[config.mk]
export PLATFORM = sky130hd
export DESIGN_NAME = operand_shifter
export DESIGN_NICKNAME = d
export VERILOG_FILES = /design/src/rtl/operand_shifter_pkg.sv /design/src/rtl/shifter_core.sv /design/src/rtl/shifter_carry.sv /design/src/rtl/operand_shifter.sv
export SDC_FILE = /design/constraint.sdc
export NUM_CORES = 1
export LEC_CHECK = 0
export BUFFER_PORTS_ARGS = -buffer_cell sky130_fd_sc_hd__buf_2
export CAP_MARGIN = 10
export CELL_PAD_IN_SITES_DETAIL_PLACEMENT = 1
export CELL_PAD_IN_SITES_GLOBAL_PLACEMENT = 2
export CORE_ASPECT_RATIO = 0.5
export CORE_MARGIN = 5
export CORE_UTILIZATION = 26
export DETAILED_ROUTE_END_ITERATION = 8
export PLACE_DENSITY_LB_ADDON = 0.1
export SETUP_SLACK_MARGIN = 0.3
export SLEW_MARGIN = 10
export SYNTH_ARGS = -nofsm -noshare
export SYNTH_HDL_FRONTEND = slang
export SYNTH_SLANG_ARGS = --single-unit
export TNS_END_PERCENT = 20
[constraint.sdc]
create_clock -name vclk -period 3.7
set_input_delay 0.37 -clock vclk [all_inputs]
set_output_delay 0.37 -clock vclk [all_outputs]
set_load 0.05 [all_outputs]
[src/rtl/operand_shifter_pkg.sv]
package operand_shifter_pkg;
   typedef enum logic [1:0] {
      SK_LSL = 2'd0,
      SK_LSR = 2'd1,
      SK_ASR = 2'd2,
      SK_ROR = 2'd3
   } shift_kind_e;

   typedef enum logic [1:0] {
      OF_IMM_SHIFT = 2'd0,
      OF_REG_SHIFT = 2'd1,
      OF_ROT_IMM   = 2'd2,
      OF_PASS      = 2'd3
   } operand_form_e;
endpackage

[src/rtl/shifter_core.sv]
module shifter_core
   import operand_shifter_pkg::*;
#(
   parameter int WIDTH   = 32,
   parameter int SH_BITS = $clog2(WIDTH)
) (
   input  logic [WIDTH-1:0]   val_i,
   input  shift_kind_e        kind_i,
   input  logic [SH_BITS-1:0] amt_i,
   output logic [WIDTH-1:0]   res_o
);
   logic [WIDTH-1:0] stage_q [SH_BITS+1];

   // One stage per amount bit; stage k moves by 2**k when that bit is set.
   always_comb begin
      stage_q[0] = val_i;
      for (int k = 0; k < SH_BITS; k++) begin
         if (amt_i[k]) begin
            unique case (kind_i)
               SK_LSL:  stage_q[k+1] = stage_q[k] << (1 << k);
               SK_LSR:  stage_q[k+1] = stage_q[k] >> (1 << k);
               SK_ASR:  stage_q[k+1] = WIDTH'($signed(stage_q[k]) >>> (1 << k));
               default: stage_q[k+1] = (stage_q[k] >> (1 << k)) |
                                       (stage_q[k] << (WIDTH - (1 << k)));
            endcase
         end else begin
            stage_q[k+1] = stage_q[k];
         end
      end
   end

   assign res_o = stage_q[SH_BITS];
endmodule

[src/rtl/shifter_carry.sv]
module shifter_carry
   import operand_shifter_pkg::*;
#(
   parameter int WIDTH   = 32,
   parameter int SH_BITS = $clog2(WIDTH)
) (
   input  logic [WIDTH-1:0]   val_i,
   input  shift_kind_e        kind_i,
   input  logic [SH_BITS-1:0] amt_i,
   input  logic               carry_i,
   output logic               carry_o
);
   logic [SH_BITS-1:0] left_idx;
   logic [SH_BITS-1:0] right_idx;

   // Last bit out: index WIDTH-n for left moves, n-1 for right moves.
   assign left_idx  = SH_BITS'(WIDTH) - amt_i;
   assign right_idx = amt_i - SH_BITS'(1);

   always_comb begin
      if (amt_i == '0)
         carry_o = carry_i;
      else if (kind_i == SK_LSL)
         carry_o = val_i[left_idx];
      else
         carry_o = val_i[right_idx];
   end
endmodule

[src/rtl/operand_shifter.sv]
module operand_shifter
   import operand_shifter_pkg::*;
#(
   parameter int WIDTH     = 32,
   parameter int AMT_BITS  = 8,
   parameter int IMM_BITS  = 8,
   parameter int ROT_BITS  = 4
) (
   input  logic [WIDTH-1:0]    operand_i,
   input  logic [1:0]          kind_i,
   input  logic [AMT_BITS-1:0] amount_i,
   input  logic [1:0]          form_i,
   input  logic                carry_i,
   output logic [WIDTH-1:0]    result_o,
   output logic                carry_o
);
   localparam int SH_BITS = $clog2(WIDTH);

   if ((1 << SH_BITS) != WIDTH) begin : g_bad_width
      $error("operand_shifter: WIDTH must be a power of two");
   end
   if (AMT_BITS <= SH_BITS) begin : g_bad_amt
      $error("operand_shifter: AMT_BITS must exceed log2(WIDTH)");
   end
   if (IMM_BITS > WIDTH || ROT_BITS + 1 > SH_BITS) begin : g_bad_imm
      $error("operand_shifter: immediate fields do not fit the width");
   end

   shift_kind_e        kind;
   operand_form_e      form;
   logic [WIDTH-1:0]   core_val;
   shift_kind_e        core_kind;
   logic [SH_BITS-1:0] core_amt;
   logic [WIDTH-1:0]   core_res;
   logic               core_c;
   logic               use_core;
   logic [WIDTH-1:0]   spec_res;
   logic               spec_c;
   logic               sign;
   logic [SH_BITS-1:0] imm_amt;

   assign kind    = shift_kind_e'(kind_i);
   assign form    = operand_form_e'(form_i);
   assign sign    = operand_i[WIDTH-1];
   assign imm_amt = amount_i[SH_BITS-1:0];

   // Route each form either to the barrel or to a fixed special result.
   always_comb begin
      core_val  = operand_i;
      core_kind = kind;
      core_amt  = imm_amt;
      use_core  = 1'b1;
      spec_res  = operand_i;
      spec_c    = carry_i;
      unique case (form)
         OF_IMM_SHIFT: begin
            if (imm_amt == '0) begin
               unique case (kind)
                  SK_LSL: use_core = 1'b0;
                  SK_LSR: begin use_core = 1'b0; spec_res = '0; spec_c = sign; end
                  SK_ASR: begin use_core = 1'b0; spec_res = {WIDTH{sign}}; spec_c = sign; end
                  default: begin
                     use_core = 1'b0;
                     spec_res = {carry_i, operand_i[WIDTH-1:1]};
                     spec_c   = operand_i[0];
                  end
               endcase
            end
         end
         OF_REG_SHIFT: begin
            if (amount_i == '0) begin
               use_core = 1'b0;
            end else begin
               unique case (kind)
                  SK_LSL, SK_LSR: begin
                     if (amount_i >= AMT_BITS'(WIDTH)) begin
                        use_core = 1'b0;
                        spec_res = '0;
                        if (amount_i == AMT_BITS'(WIDTH))
                           spec_c = (kind == SK_LSL) ? operand_i[0] : sign;
                        else
                           spec_c = 1'b0;
                     end
                  end
                  SK_ASR: begin
                     if (amount_i >= AMT_BITS'(WIDTH)) begin
                        use_core = 1'b0;
                        spec_res = {WIDTH{sign}};
                        spec_c   = sign;
                     end
                  end
                  default: begin
                     if (imm_amt == '0) begin
                        use_core = 1'b0;
                        spec_c   = sign;
                     end
                  end
               endcase
            end
         end
         OF_ROT_IMM: begin
            core_val  = WIDTH'(operand_i[IMM_BITS-1:0]);
            core_kind = SK_ROR;
            core_amt  = SH_BITS'({amount_i[ROT_BITS-1:0], 1'b0});
         end
         default: use_core = 1'b0;
      endcase
   end

   shifter_core #(.WIDTH(WIDTH), .SH_BITS(SH_BITS)) i_core (
      .val_i  (core_val),
      .kind_i (core_kind),
      .amt_i  (core_amt),
      .res_o  (core_res)
   );

   shifter_carry #(.WIDTH(WIDTH), .SH_BITS(SH_BITS)) i_carry (
      .val_i   (core_val),
      .kind_i  (core_kind),
      .amt_i   (core_amt),
      .carry_i (carry_i),
      .carry_o (core_c)
   );

   assign result_o = use_core ? core_res : spec_res;
   assign carry_o  = use_core ? core_c   : spec_c;
endmodule

==> results.cfg <==
[drt]
ant_nets = 0
drt-total-wl_microns = 55900
via_per_inst = 6.79
drcViolationCount = 0
first_iter_violations = 1475
firstDrtPassIters = 5
wl_per_cell_microns = 35.5
vias = 10677

[worst_setup_path]
critPathLaunch = operand_i[9]
crit_path_end = result_o[7]
crit_top_cell = buf_2
critPathKind = in -> out
cp_max_fo = 6
cp_slowest_cell = a311oi_1
worstPathCellList = buf_2 -> or3b_1 -> a311oi_1 -> nor3_1 -> and3_1 -> o31ai_2 -> a21oi_1 -> o22ai_1 -> buf_2
required_ps = 3330
path_depth = 9
path_buf_inv = 2
crit_family = compound AO/OA/AOI/OAI gates
end_kind = primary output
worst_path_largest_cell_delay_ps = 430
arrival_ps = 3250
worst_setup_path_start_kind = input port

[floorplanning]
core_sq_um = 27400
die-area_sq_um = 31300
ios = 78
die_h_microns = 128
placementRows = 43
start_util = 0.262
die_w_microns = 245

[timing]
tns_ps = 0
finalSetupViolations = 0
fin_crit_ps = 3620
final-hold-violation-count = 0
finalMaxSlewViolations = 0
finalCritPeriodShare = 0.977
fmax_mhz = 277
relSlewSlack = 0.373
rsz0062_at_grt = true
worst_pin_slew_ps = 940

[global_routing]
grt_pass1_vias = 10141
grt-ovfl-total = 0
grt_usage = 0.339
antenna_found_initial = 6
grt_pass1_wl_microns = 78300
grt_max_degree = 53

[layout]
syn_to_final_growth_pct = 26.5
fin_nets = 1266
nFlopsAndLatches = 0
nFillCells = 3420
drive_gt1_frac = 0.287
seqCellArea_sq_um = 0
clock_buffers = 0
final_common_cell = buf_4
layout_common_cells = 161 x buf_4, 101 x o21ai_0, 99 x nor2_1

[yosys]
synth_area_per_cell_sq_um = 6.54
synth_nets = 1151
synth_area_sq_um = 7190
ys_types = 98
yosysWarningCount = 0
yosysSeqAreaShare = 0
synthCells = 1099

[placed_design]
portBuffers = 78
place_congestion = 1.02
dp_hpwl_microns = 44600

[hold_path]
hp-class = in -> out

[flow_run]
max-cap-violations = 0

[status]
outcome = completed
[Yosys cell counts, types with 6 or more instances]
master     instances  area share
o21ai_0          105       0.073
nor2_1           100       0.052
a21oi_1           94       0.065
nand2_1           83       0.043
clkbuf_1          68       0.036
buf_2             42       0.029
nand3_1           42       0.029
a31oi_1           34       0.030
nor3_1            33       0.023
mux2i_1           31       0.043
o211ai_1          31       0.032
a211oi_1          26       0.027
mux4_2            22       0.069
inv_1             16      0.0084
a211o_1           15       0.018
a21o_1            15       0.016
a22oi_1           14       0.015
a32oi_1           14       0.017
buf_4             12       0.013
mux2_2            12       0.019
nand4_1           12       0.010
or3b_1            12       0.015
buf_6             11       0.017
nand2b_1          11      0.0096
o21ai_1           11      0.0077
nor2b_1           10      0.0087
o21a_1            10       0.010
a221oi_1           9       0.011
a2bb2oi_1          8      0.0098
and2_1             8      0.0070
o2111ai_1          8      0.0098
o221ai_1           8      0.0098
o32ai_1            8      0.0098
ha_1               7       0.012
o22ai_1            7      0.0061
o31a_1             7      0.0085
a22o_1             6      0.0073
a311o_1            6      0.0084
and3_1             6      0.0052
buf_1              6      0.0031
nor3b_1            6      0.0063
o21bai_1           6      0.0063
[metal layers]
| layer | global-route usage | part of all wire |
|---|---|---|
| met5 | 0 | 0.00023 |
| met2 | 0.481 | 0.40 |
| met4 | 0.0303 | 0.012 |
| met1 | 0.527 | 0.47 |
| met3 | 0.0880 | 0.12 |
[final cells by class]
cell class,instances,area (sq um),share of cell area
Tap cell,360,450,0.0495
Timing Repair Buffer,253,2010,0.221
Inverter,20,75.1,0.00826
Multi-Input combinational cell,939,6560,0.721
Antenna cell,1,2.50,0.000275
[worst min path at each step]
stage                 start      end  depth (start not counted)  slack [ps]
floorplan           carry_i  carry_o                          2        1110
global placement    carry_i  carry_o                          4        1500
detailed placement  carry_i  carry_o                          4        1520
CTS                 carry_i  carry_o                          4        1500
global route        carry_i  carry_o                          4        1460
finish              carry_i  carry_o                          4        1470
[logic make-up (layout without fill, tap and decap cells)]
family | Yosys count | count (layout) | synth area share
compound gates | 505 | 505 | 0.488
xor+xnor | 4 | 4 | 0.00592
simple gates | 357 | 357 | 0.249
mux | 66 | 66 | 0.134
fa+ha+maj | 7 | 7 | 0.0122
buf+inv | 160 | 273 | 0.110
other cells | 0 | 1 | 0
[metrics by stage]
step           cells  setup WS (ps)  cell area (sq um)   util  hold WS, ps
2_1_floorplan   1099            320               7220      -         1110
3_3_place_gp    1571           49.1               8900  0.324         1500
3_5_place_dp    1571           47.2               8900  0.324         1520
4_1_cts         1571            229               8990  0.328         1500
5_1_grt         1572            130               9090  0.331         1460
6_report        1573           84.7               9090  0.331         1470
[timing repair]
action                                  4_1_cts  5_1_grt
resized for setup                            25       18
hold endpoints to repair                      0        0
buffers inserted                              0        0
pin swaps                                     0        3
cloned                                        0        1
hold buffers                                  0        0
endpoints found under the setup margin       23       32
